### config.mk
export PLATFORM = sky130hd
export DESIGN_NAME = pwm_sampler
export DESIGN_NICKNAME = d
export VERILOG_FILES = /design/src/rtl/pwm_pkg.sv /design/src/rtl/pwm_fifo.sv /design/src/rtl/pwm_prescaler.sv /design/src/rtl/pwm_core.sv /design/src/rtl/pwm_sampler.sv
export SDC_FILE = /design/constraint.sdc
export NUM_CORES = 1
export LEC_CHECK = 0
export CAP_MARGIN = 10
export CORE_MARGIN = 2
export CORE_UTILIZATION = 35
export CTS_CLUSTER_DIAMETER = 60
export DETAILED_ROUTE_END_ITERATION = 10
export DONT_BUFFER_PORTS = 1
export GPL_ROUTABILITY_DRIVEN = 0
export PLACE_DENSITY = 0.48
export SYNTH_ARGS = -nofsm -noshare
export SYNTH_HDL_FRONTEND = slang
export SYNTH_HIERARCHICAL = 1
export SYNTH_SLANG_ARGS = --single-unit
export TNS_END_PERCENT = 50
### constraint.sdc
create_clock -name clk -period 6.4 [get_ports clk]
set_input_delay 0.96 -clock clk [delete_from_list [all_inputs] [get_ports clk]]
set_output_delay 0.96 -clock clk [all_outputs]
set_load 0.01 [all_outputs]
### src/rtl/pwm_pkg.sv
package pwm_pkg;
  localparam logic [4:0] OFS_CTRL   = 5'h00;
  localparam logic [4:0] OFS_STAT   = 5'h04;
  localparam logic [4:0] OFS_SAMPLE = 5'h0C;
  localparam logic [4:0] OFS_PERIOD = 5'h10;

  typedef enum logic [1:0] {
    MODE_NORMAL = 2'd0,
    MODE_INVERT = 2'd1,
    MODE_OFF    = 2'd2,
    MODE_OFF2   = 2'd3
  } out_mode_e;

  typedef enum logic [1:0] {
    SRC_NONE = 2'd0,
    SRC_BUS  = 2'd1,
    SRC_FAST = 2'd2,
    SRC_SLOW = 2'd3
  } src_sel_e;
endpackage

### src/rtl/pwm_fifo.sv
module pwm_fifo #(
  parameter int DW    = 16,
  parameter int DEPTH = 4,
  localparam int AW   = (DEPTH > 1) ? $clog2(DEPTH) : 1,
  localparam int CW   = $clog2(DEPTH + 1)
) (
  input  logic          clk,
  input  logic          rst,
  input  logic          clr,
  input  logic          push,
  input  logic [DW-1:0] push_data,
  input  logic          pop,
  output logic [DW-1:0] head,
  output logic [CW-1:0] count,
  output logic          overflow
);
  logic [DW-1:0] mem [DEPTH];
  logic [AW-1:0] wp, rp;
  logic full, do_push, do_pop;

  assign full     = (count == CW'(DEPTH));
  assign do_push  = push && !full;
  assign do_pop   = pop && (count != '0);
  assign overflow = push && full;
  assign head     = mem[rp];

  always_ff @(posedge clk) begin
    if (do_push) mem[wp] <= push_data;
  end

  always_ff @(posedge clk) begin
    if (rst || clr) begin
      wp <= '0;
      rp <= '0;
      count <= '0;
    end else begin
      if (do_push) wp <= (wp == AW'(DEPTH - 1)) ? '0 : wp + 1'b1;
      if (do_pop)  rp <= (rp == AW'(DEPTH - 1)) ? '0 : rp + 1'b1;
      count <= count + CW'(do_push) - CW'(do_pop);
    end
  end

  a_r8_fifo_bound: assert property (@(posedge clk) disable iff (rst)
    count <= CW'(DEPTH));
  a_r8_no_underflow: assert property (@(posedge clk) disable iff (rst)
    (pop && !clr) |-> count != '0);
endmodule

### src/rtl/pwm_prescaler.sv
module pwm_prescaler #(
  parameter int PW = 12
) (
  input  logic          clk,
  input  logic          rst,
  input  logic          run,
  input  logic          src_en,
  input  logic [PW-1:0] div,
  output logic          tick
);
  logic [PW-1:0] pc;

  assign tick = run && src_en && (pc == div);

  always_ff @(posedge clk) begin
    if (rst || !run) pc <= '0;
    else if (src_en) pc <= (pc == div) ? '0 : pc + 1'b1;
  end

  a_r11_tick_needs_source: assert property (@(posedge clk) disable iff (rst)
    tick |-> (run && src_en));
endmodule

### src/rtl/pwm_core.sv
module pwm_core #(
  parameter int DW = 16
) (
  input  logic          clk,
  input  logic          rst,
  input  logic          run,
  input  logic          tick,
  input  logic [DW-1:0] period,
  input  logic [1:0]    rpt,
  input  logic          smp_valid,
  input  logic [DW-1:0] smp_data,
  output logic          pop,
  output logic          running,
  output logic          active,
  output logic          rov_evt,
  output logic          cmp_evt,
  output logic [DW-1:0] duty
);
  localparam int CTW = DW + 1;

  logic [CTW-1:0] cnt, last;
  logic [2:0] rep, rep_lim;
  logic wrap;

  assign last    = CTW'(period) + 1'b1;
  assign rep_lim = 3'((4'd1 << rpt) - 4'd1);
  assign wrap    = running && tick && (cnt >= last);
  assign rov_evt = wrap;
  assign cmp_evt = running && tick && (cnt == CTW'(duty));
  assign pop     = run && smp_valid &&
                   (!running || (wrap && rep >= rep_lim));
  assign active  = running && (cnt < CTW'(duty));

  always_ff @(posedge clk) begin
    if (rst) begin
      running <= 1'b0;
      cnt <= '0;
      rep <= '0;
      duty <= '0;
    end else if (!run) begin
      running <= 1'b0;
      cnt <= '0;
      rep <= '0;
    end else if (!running) begin
      running <= 1'b1;
      cnt <= '0;
      rep <= '0;
      if (smp_valid) duty <= smp_data;
    end else if (tick) begin
      if (wrap) begin
        cnt <= '0;
        if (rep >= rep_lim) begin
          rep <= '0;
          if (smp_valid) duty <= smp_data;
        end else begin
          rep <= rep + 1'b1;
        end
      end else begin
        cnt <= cnt + 1'b1;
      end
    end
  end

  a_r12_rollover_restarts: assert property (@(posedge clk) disable iff (rst)
    (rov_evt && run) |=> cnt == '0);
  a_r11_hold_without_tick: assert property (@(posedge clk) disable iff (rst)
    ($past(running) && running && !$past(tick)) |-> $stable(cnt));
endmodule

### src/rtl/pwm_sampler.sv
module pwm_sampler #(
  parameter int DW         = 16,
  parameter int FIFO_DEPTH = 4,
  parameter int PW         = 12,
  parameter int SWR_CYCLES = 4
) (
  input  logic        clk,
  input  logic        rst,
  input  logic        bus_wr,
  input  logic [4:0]  bus_addr,
  input  logic [31:0] bus_wdata,
  output logic [31:0] bus_rdata,
  input  logic        tick_fast,
  input  logic        tick_slow,
  output logic        pwm_out
);
  import pwm_pkg::*;

  localparam int CW  = $clog2(FIFO_DEPTH + 1);
  localparam int SCW = $clog2(SWR_CYCLES + 1);
  localparam logic [DW-1:0] PER_MAX = {{(DW-1){1'b1}}, 1'b0};
  localparam logic [DW-1:0] PER_ALL = {DW{1'b1}};

  logic [27:0]    ctrl_q;
  logic [DW-1:0]  period_q;
  logic           fwe_q, rov_q, cmp_q;
  logic [SCW-1:0] swr_cnt;
  logic           swr_busy;

  logic wr_ctrl, wr_stat, wr_smp, wr_per;
  logic ctl_en;
  logic [1:0] ctl_rpt;
  logic [PW-1:0] ctl_div;
  src_sel_e ctl_src;
  out_mode_e ctl_mode;

  logic [DW-1:0] fifo_head, duty_cur;
  logic [CW-1:0] fifo_cnt;
  logic fifo_ovf, fifo_pop;
  logic run, src_en, tick, core_running, active, rov_evt, cmp_evt;

  assign swr_busy = (swr_cnt != '0);
  assign wr_ctrl  = bus_wr && !swr_busy && bus_addr == OFS_CTRL;
  assign wr_stat  = bus_wr && !swr_busy && bus_addr == OFS_STAT;
  assign wr_smp   = bus_wr && !swr_busy && bus_addr == OFS_SAMPLE;
  assign wr_per   = bus_wr && !swr_busy && bus_addr == OFS_PERIOD;

  assign ctl_en   = ctrl_q[0];
  assign ctl_rpt  = ctrl_q[2:1];
  assign ctl_div  = ctrl_q[4 +: PW];
  assign ctl_src  = src_sel_e'(ctrl_q[17:16]);
  assign ctl_mode = out_mode_e'(ctrl_q[19:18]);

  always_comb begin
    unique case (ctl_src)
      SRC_BUS:  src_en = 1'b1;
      SRC_FAST: src_en = tick_fast;
      SRC_SLOW: src_en = tick_slow;
      default:  src_en = 1'b0;
    endcase
  end

  assign run = ctl_en && !fwe_q && !swr_busy && (ctl_src != SRC_NONE);

  // soft reset sequencer
  always_ff @(posedge clk) begin
    if (rst) swr_cnt <= '0;
    else if (swr_busy) swr_cnt <= swr_cnt - 1'b1;
    else if (wr_ctrl && bus_wdata[3]) swr_cnt <= SCW'(SWR_CYCLES);
  end

  // register file
  always_ff @(posedge clk) begin
    if (rst || swr_busy) begin
      ctrl_q   <= '0;
      period_q <= PER_MAX;
      fwe_q    <= 1'b0;
      rov_q    <= 1'b0;
      cmp_q    <= 1'b0;
    end else begin
      if (wr_ctrl) ctrl_q <= {bus_wdata[27:4], 1'b0, bus_wdata[2:0]};
      if (wr_per)  period_q <= (bus_wdata[DW-1:0] == PER_ALL) ? PER_MAX : bus_wdata[DW-1:0];
      fwe_q <= fifo_ovf | (fwe_q & ~(wr_stat & bus_wdata[6]));
      rov_q <= rov_evt  | (rov_q & ~(wr_stat & bus_wdata[4]));
      cmp_q <= cmp_evt  | (cmp_q & ~(wr_stat & bus_wdata[5]));
    end
  end

  pwm_fifo #(.DW(DW), .DEPTH(FIFO_DEPTH)) u_fifo (
    .clk(clk), .rst(rst), .clr(swr_busy),
    .push(wr_smp), .push_data(bus_wdata[DW-1:0]),
    .pop(fifo_pop), .head(fifo_head), .count(fifo_cnt), .overflow(fifo_ovf)
  );

  pwm_prescaler #(.PW(PW)) u_pre (
    .clk(clk), .rst(rst), .run(run), .src_en(src_en), .div(ctl_div), .tick(tick)
  );

  pwm_core #(.DW(DW)) u_core (
    .clk(clk), .rst(rst || swr_busy), .run(run), .tick(tick),
    .period(period_q), .rpt(ctl_rpt),
    .smp_valid(fifo_cnt != '0), .smp_data(fifo_head),
    .pop(fifo_pop), .running(core_running), .active(active),
    .rov_evt(rov_evt), .cmp_evt(cmp_evt), .duty(duty_cur)
  );

  // registered output and read data
  always_ff @(posedge clk) begin
    if (rst) begin
      pwm_out   <= 1'b0;
      bus_rdata <= '0;
    end else begin
      if (!ctl_en) pwm_out <= 1'b0;
      else begin
        unique case (ctl_mode)
          MODE_NORMAL: pwm_out <= active;
          MODE_INVERT: pwm_out <= ~active;
          default:     pwm_out <= 1'b0;
        endcase
      end
      unique case (bus_addr)
        OFS_CTRL:   bus_rdata <= {4'b0, ctrl_q[27:4], swr_busy, ctrl_q[2:0]};
        OFS_STAT:   bus_rdata <= 32'({fwe_q, cmp_q, rov_q, (fifo_cnt == '0), 3'(fifo_cnt)});
        OFS_SAMPLE: bus_rdata <= 32'(duty_cur);
        OFS_PERIOD: bus_rdata <= 32'(period_q);
        default:    bus_rdata <= '0;
      endcase
    end
  end

  a_r7_off_when_disabled: assert property (@(posedge clk) disable iff (rst)
    !$past(ctl_en) |-> !pwm_out);
  a_r9_no_run_on_error: assert property (@(posedge clk) disable iff (rst)
    $past(fwe_q) |-> !core_running);
  a_r5_period_clamped: assert property (@(posedge clk) disable iff (rst)
    period_q != PER_ALL);
  a_r13_reset_flushes: assert property (@(posedge clk) disable iff (rst)
    $past(swr_busy) |-> (fifo_cnt == '0 && !core_running));
endmodule

[Word level (Yosys, flattened, before mapping)]
Memory sizes are Yosys's and may differ from the RTL's. A register that Yosys moved wholly into a read port is not among the register bits.
Index checks and enable logic that the tools add are counted.
Storage, ports and cells
  register bits after elaboration: 138
  bits in writable memories: 64
  input bits: 42
  output and inout bits: 33
  logic and storage cells: 124
  memories kept: 1
Cells by class
  $add $sub $neg: 10
  magnitude comparators: 3
  equality and inequality tests: 16
  shift-type cells: 1
  muxes and demuxes: 21
  bitwise operators: 16
  reduce and logical (&&, ||, !) cells: 40
Memories
  u_fifo.mem: depth 4, bits a word 16, read ports 1, clocked after Yosys merged registers in 1, wr ports 1, line pwm_fifo.sv:17  | logic [DW-1:0] mem [DEPTH];
Operators with widths (number)
  $pmux W28 S4: 1
  $mux W16: 6
  $logic_and A1 B1 Y1: 21
  $add A16 B1 Y17 const B: 1
  $add A17 B1 Y17 const B: 1
  $eq A17 B16 Y1: 1
  $ge A17 B17 Y1: 1
  $lt A17 B16 Y1: 1
  $mux W17: 1
  $eq A16 B16 Y1 const B: 1
  $add A12 B1 Y12 const B: 1
  $eq A12 B12 Y1: 1
  $mux W12: 1
  $mux W3: 3
  $eq A2 B2 Y1 const B: 4
  $mux W2: 4
  $not A1 Y1: 7
  $and A1 B1 Y1: 6
  $reduce_bool A3 Y1: 2
  $sub A3 B1 Y3 const B: 2
  $eq A5 B3 Y1 const B: 1
  $eq A5 B4 Y1 const B: 1
  $eq A5 B5 Y1 const B: 1
  $logic_not A1 Y1: 5
  other kinds (23): 33

[Depth between registers and ports, before layout]
  depth after elaboration: 14
  depth in mapped cells: 21
  mapped depth without buffers: 20

[By module]
Netlist, hierarchy kept.
Modules (own cells, without submodules)
  pwm_sampler: instances 1, cells each 337, area an instance 2920.3 um2, sequential area each 1561.5 um2
  pwm_fifo: instances 1, cells each 137, area an instance 2783.9 um2, sequential area each 2102.0 um2
  pwm_core: instances 1, cells each 320, area an instance 2770.2 um2, sequential area each 740.7 um2
  pwm_prescaler: instances 1, cells each 72, area an instance 668.1 um2, sequential area each 240.2 um2

[Worst setup path before layout]
OpenSTA, ideal clock, no wires.
  path type: flip-flop to flip-flop
  from: reg period_q[2]
  to: reg u_fifo.count[2]
  setup time: 0.115 ns
  data arrival time: 4.414 ns
  required time: 6.285 ns
  path slack: 1.871 ns
  cell stages (with the launch flop): 22
  buffers on the path: 1
  period minus slack after synthesis: 4.529 ns
  cells stage by stage: dfxtp_1 and3_1 and3_1 nand3_1 nor2_1 nand4_1 xor2_1 ha_1 nand4_1 or4_1 o32a_2 a21boi_2 o2bb2ai_4 buf_12 o31ai_2 xnor2_1 ha_1 inv_1 fa_1 xnor2_1 xnor2_1 and2_1
On the way
  word-level cells in the longest chain between the ends: 8
RTL lines
  start, declared: line pwm_sampler.sv:25  | logic [DW-1:0] period_q;
  start signal, assigned: line pwm_sampler.sv:82  | if (wr_per) period_q <= (bus_wdata[DW-1:0] == PER_ALL) ? PER_MAX : bus_wdata[DW-1:0];
  $add A16 B1 Y17: line pwm_core.sv:25  | assign last = CTW'(period) + 1'b1;
  $ge A17 B17 Y1: line pwm_core.sv:27  | assign wrap = running && tick && (cnt >= last);
  $logic_and A1 B1 Y1: line pwm_core.sv:27
  $logic_and A1 B1 Y1: line pwm_core.sv:31  | (!running || (wrap && rep >= rep_lim));
  $logic_or A1 B1 Y1: line pwm_core.sv:31
  $logic_and A1 B1 Y1: line pwm_core.sv:30  | assign pop = run && smp_valid &&
  via fifo_pop: line pwm_sampler.sv:39  | logic fifo_ovf, fifo_pop;
  $logic_and A1 B1 Y1: line pwm_fifo.sv:23  | assign do_pop = pop && (count != '0);
  $sub A3 B1 Y3: line pwm_fifo.sv:39  | count <= count + CW'(do_push) - CW'(do_pop);
  end signal, assigned: line pwm_fifo.sv:39
  end, declared: line pwm_fifo.sv:14  | output logic [CW-1:0] count,
The timed path passes the listed nets, and every way through them passes these cells.
A chain may end at the register's enable or synchronous reset.

[Final worst setup path]
Same ends and word-level chain as after synthesis.

==> results.toml <==
[outcome]
status = "finished, final reports clean"

[sta]
maxSlewViolCount = 0
fin_crit_sh_pct = 80.9
rsz0062_at_grt = "no"
relSlewSlack_pct = 25.0
finalSetupViolCount = 0
hold_viol_final = 0
tightest_slew_ns = 1.12
fmax_ghz = 0.193
fin_tns_setup_ns = 0
min_period_ns = 5.18
holdWs_ns = 0.446
skew_ns = 0.0153

[floorplan]
die_h_um = 166
initial_core_util_pct = 35.4
core_area_mm2 = 0.0258
die_w_um = 166
rows = 59
ios = 75
dieArea_mm2 = 0.0274

[final_layout]
num-nets-final = 941
fillers = 2548
diodes = 0
fin_area_mm2 = 0.00998
area_delta_synth_final_pct = 9.17
layout-drive-gt1-share_pct = 8.67

[placed_design]
hpwl_mm = 15.9
place_area_mm2 = 0.00937
port_buffers = 0

[synthesis]
synth-warning-count = 6
yosysTopAreaCell = "dfxtp_1"
yosysSeqAreaShare_pct = 50.8
synth-edff-count = 64
synth-seq-cells = 200
async_reset_ff_share_pct = 0
synth_area_per_cell_um2 = 10.6
synth.top_cell.area_share_pct = 29.8
ys.flop_type = "dfxtp_1"
synth_cell_types = 64
syn_area_mm2 = 0.00914
synthTopCellsByArea = "dfxtp_1, edfxtp_1, ha_1"
yosys-top-cells-count = "dfxtp_1, nand2_1, edfxtp_1, ha_1, a21oi_1"
synthCells = 866
yosysMostFrequentCell = "dfxtp_1"

[clocking]
htree_levels = 4
clock-sinks = 200
cts.clk_slew.worst_paths_ns = 0.08
cts_tree = "done"
cts_setup_buffers = 0
cts_made_buffers = 17
cts_resized = 0
postCtsHoldBufs = 0
clockBufferDepth = 2
clkLatencyLatePin_ns = 0.45
root_buffer = "clkbuf_16"

[drt]
remaining_drc_errors = 0
viasPerCell = 5.08
wl_per_cell_um = 18.2
num_vias = 6099
antenna_left = 0
wl_mm = 21.8
drtIter0Drc = 431
drt_pass1_iterations = 5

[min_path]
min_path_type = "register to register"

[setup_path]
start_kind = "register"
path_max_fanout = 17
worst_setup_path_end_kind = "register"
worstSetupPathType = "register to register"
crit_required_ns = 6.74
worstPathArrival_ns = 5.52

[grt]
antenna_found_initial = 0
grt_overflow = 0
grt_pass1_vias = 5874
grt_pass1_wl_mm = 34.4
grt_max_degree = 61
grt_use_total_pct = 16.2

[power_and_ir_drop]
p_leak_nw = 3.42
ir_worst_vdd_v = 0.000163
power.total_mw = 2.47
power.density_mw_per_mm2 = 248

[flow_run]
cap_violations = 0
[cells by family (layout without fill, tap and decap cells)]
family                     count (synthesis)  after routing  synth area share (%)
AOI/OAI and AO/OA                        104            104                  7.83
xor gates and xnor gates                  57             57                  5.46
adders and majority gates                 47             47                  6.51
buffers and inverters                     74             70                  3.96
DFF                                      200            200                  50.8
muxes                                     35             35                  6.02
other                                      1              4                0.0410
and+or+nand+nor                          348            348                  19.4
[final cells by class]
class,count,area (um^2),area share (%)
clock buffer,17,425,4.26
tap,335,419,4.20
multi-input combinational,595,4150,41.6
inverter,33,124,1.24
sequential,200,4640,46.5
clock inverter,15,183,1.83
timing repair buffer,5,37.5,0.376
[layer usage]
metal | track usage [%] | routed length, um | vias up
li1 | - | - | 3052
met1 | 23.0 | 11000 | 2936
met2 | 25.1 | 9610 | 91
met3 | 3.08 | 837 | 20
met4 | 4.73 | 343 | 0
met5 | 0 | 0 | -
[layout by cell type, fill, tap and decap left out, drive strengths merged, types with 2 or more instances in the layout]
cell type and n:
and3 10, o21a 5, a222oi 16, a211oi 3
edfxtp 64, nor4 3, nand4 24, inv 43
nor4b 3, conb 4, and4 5, a21oi 49
a31oi 4, buf 5, o31ai 2, and2 19
o21ai 13, nor2 45, nor3b 2, or3 3
dfxtp 136, clkinv 5, or4 4, ha 46
nand2 121, mux2i 19, mux4 16, nor3 19
nor2b 2, a21o 4, clkbuf 17, nand3 42
nand2b 38, xnor2 26, xor2 31, or2 3
[registers in the layout (all words and copies together), names as in the netlist, named ones only]
register	cells
u_core/rep	3
pwm_out	1
u_fifo/mem	64
u_pre/pc	12
period_q	16
u_core/duty	16
bus_rdata	28
u_fifo/rp	2
u_core/running	1
rov_q	1
u_core/cnt	17
cmp_q	1
u_fifo/wp	2
ctrl_q	27
fwe_q	1
u_fifo/count	3
swr_cnt	3
[final timing paths]
kind | slack, ns | to | cells past startpoint | start
min reg2reg | 0.45 | pwm_out | 1 | ctrl_q[19]
max reg2reg | 1.22 | u_fifo/count[2] | 20 | period_q[2]
max | 1.22 | u_fifo/count[2] | 20 | period_q[2]
min | 0.45 | pwm_out | 1 | ctrl_q[19]
[worst max-delay path, cell delays in order, from the launching register on]
cell	delay, ns
dfxtp_1	0.44
and3_1	0.21
and3_1	0.23
nand3_1	0.17
nor2_1	0.19
nand4_1	0.13
xor2_1	0.17
ha_1	0.32
nand4_1	0.17
or4_1	0.55
o32a_2	0.38
a21boi_2	0.22
o2bb2ai_4	0.37
o31ai_2	0.29
xnor2_1	0.22
ha_1	0.16
inv_1	0.05
fa_1	0.37
xnor2_1	0.14
xnor2_1	0.12
and2_1	0.16
[stage by stage]
| stage | cells | worst slack (ns) | util (%) |
|---|---|---|---|
| 6_report | 1200 | 1.22 | 38.6 |
| 5_1_grt | 1200 | 0.846 | 38.6 |
| 4_1_cts | 1200 | 1.18 | 38.6 |
| 3_5_place_dp | 1168 | 1.20 | 36.3 |
| 3_3_place_gp | 1168 | 1.24 | 36.3 |
| 2_1_floorplan | 869 | 1.87 | - |
[power by group]
group	internal, mW	switching [mW]	total (mW)
clock network	0.540	0.575	1.11
logic	0.0154	0.0266	0.0420
registers	1.31	0.00415	1.31
No activity file was read; power rests on OpenSTA's default activity.
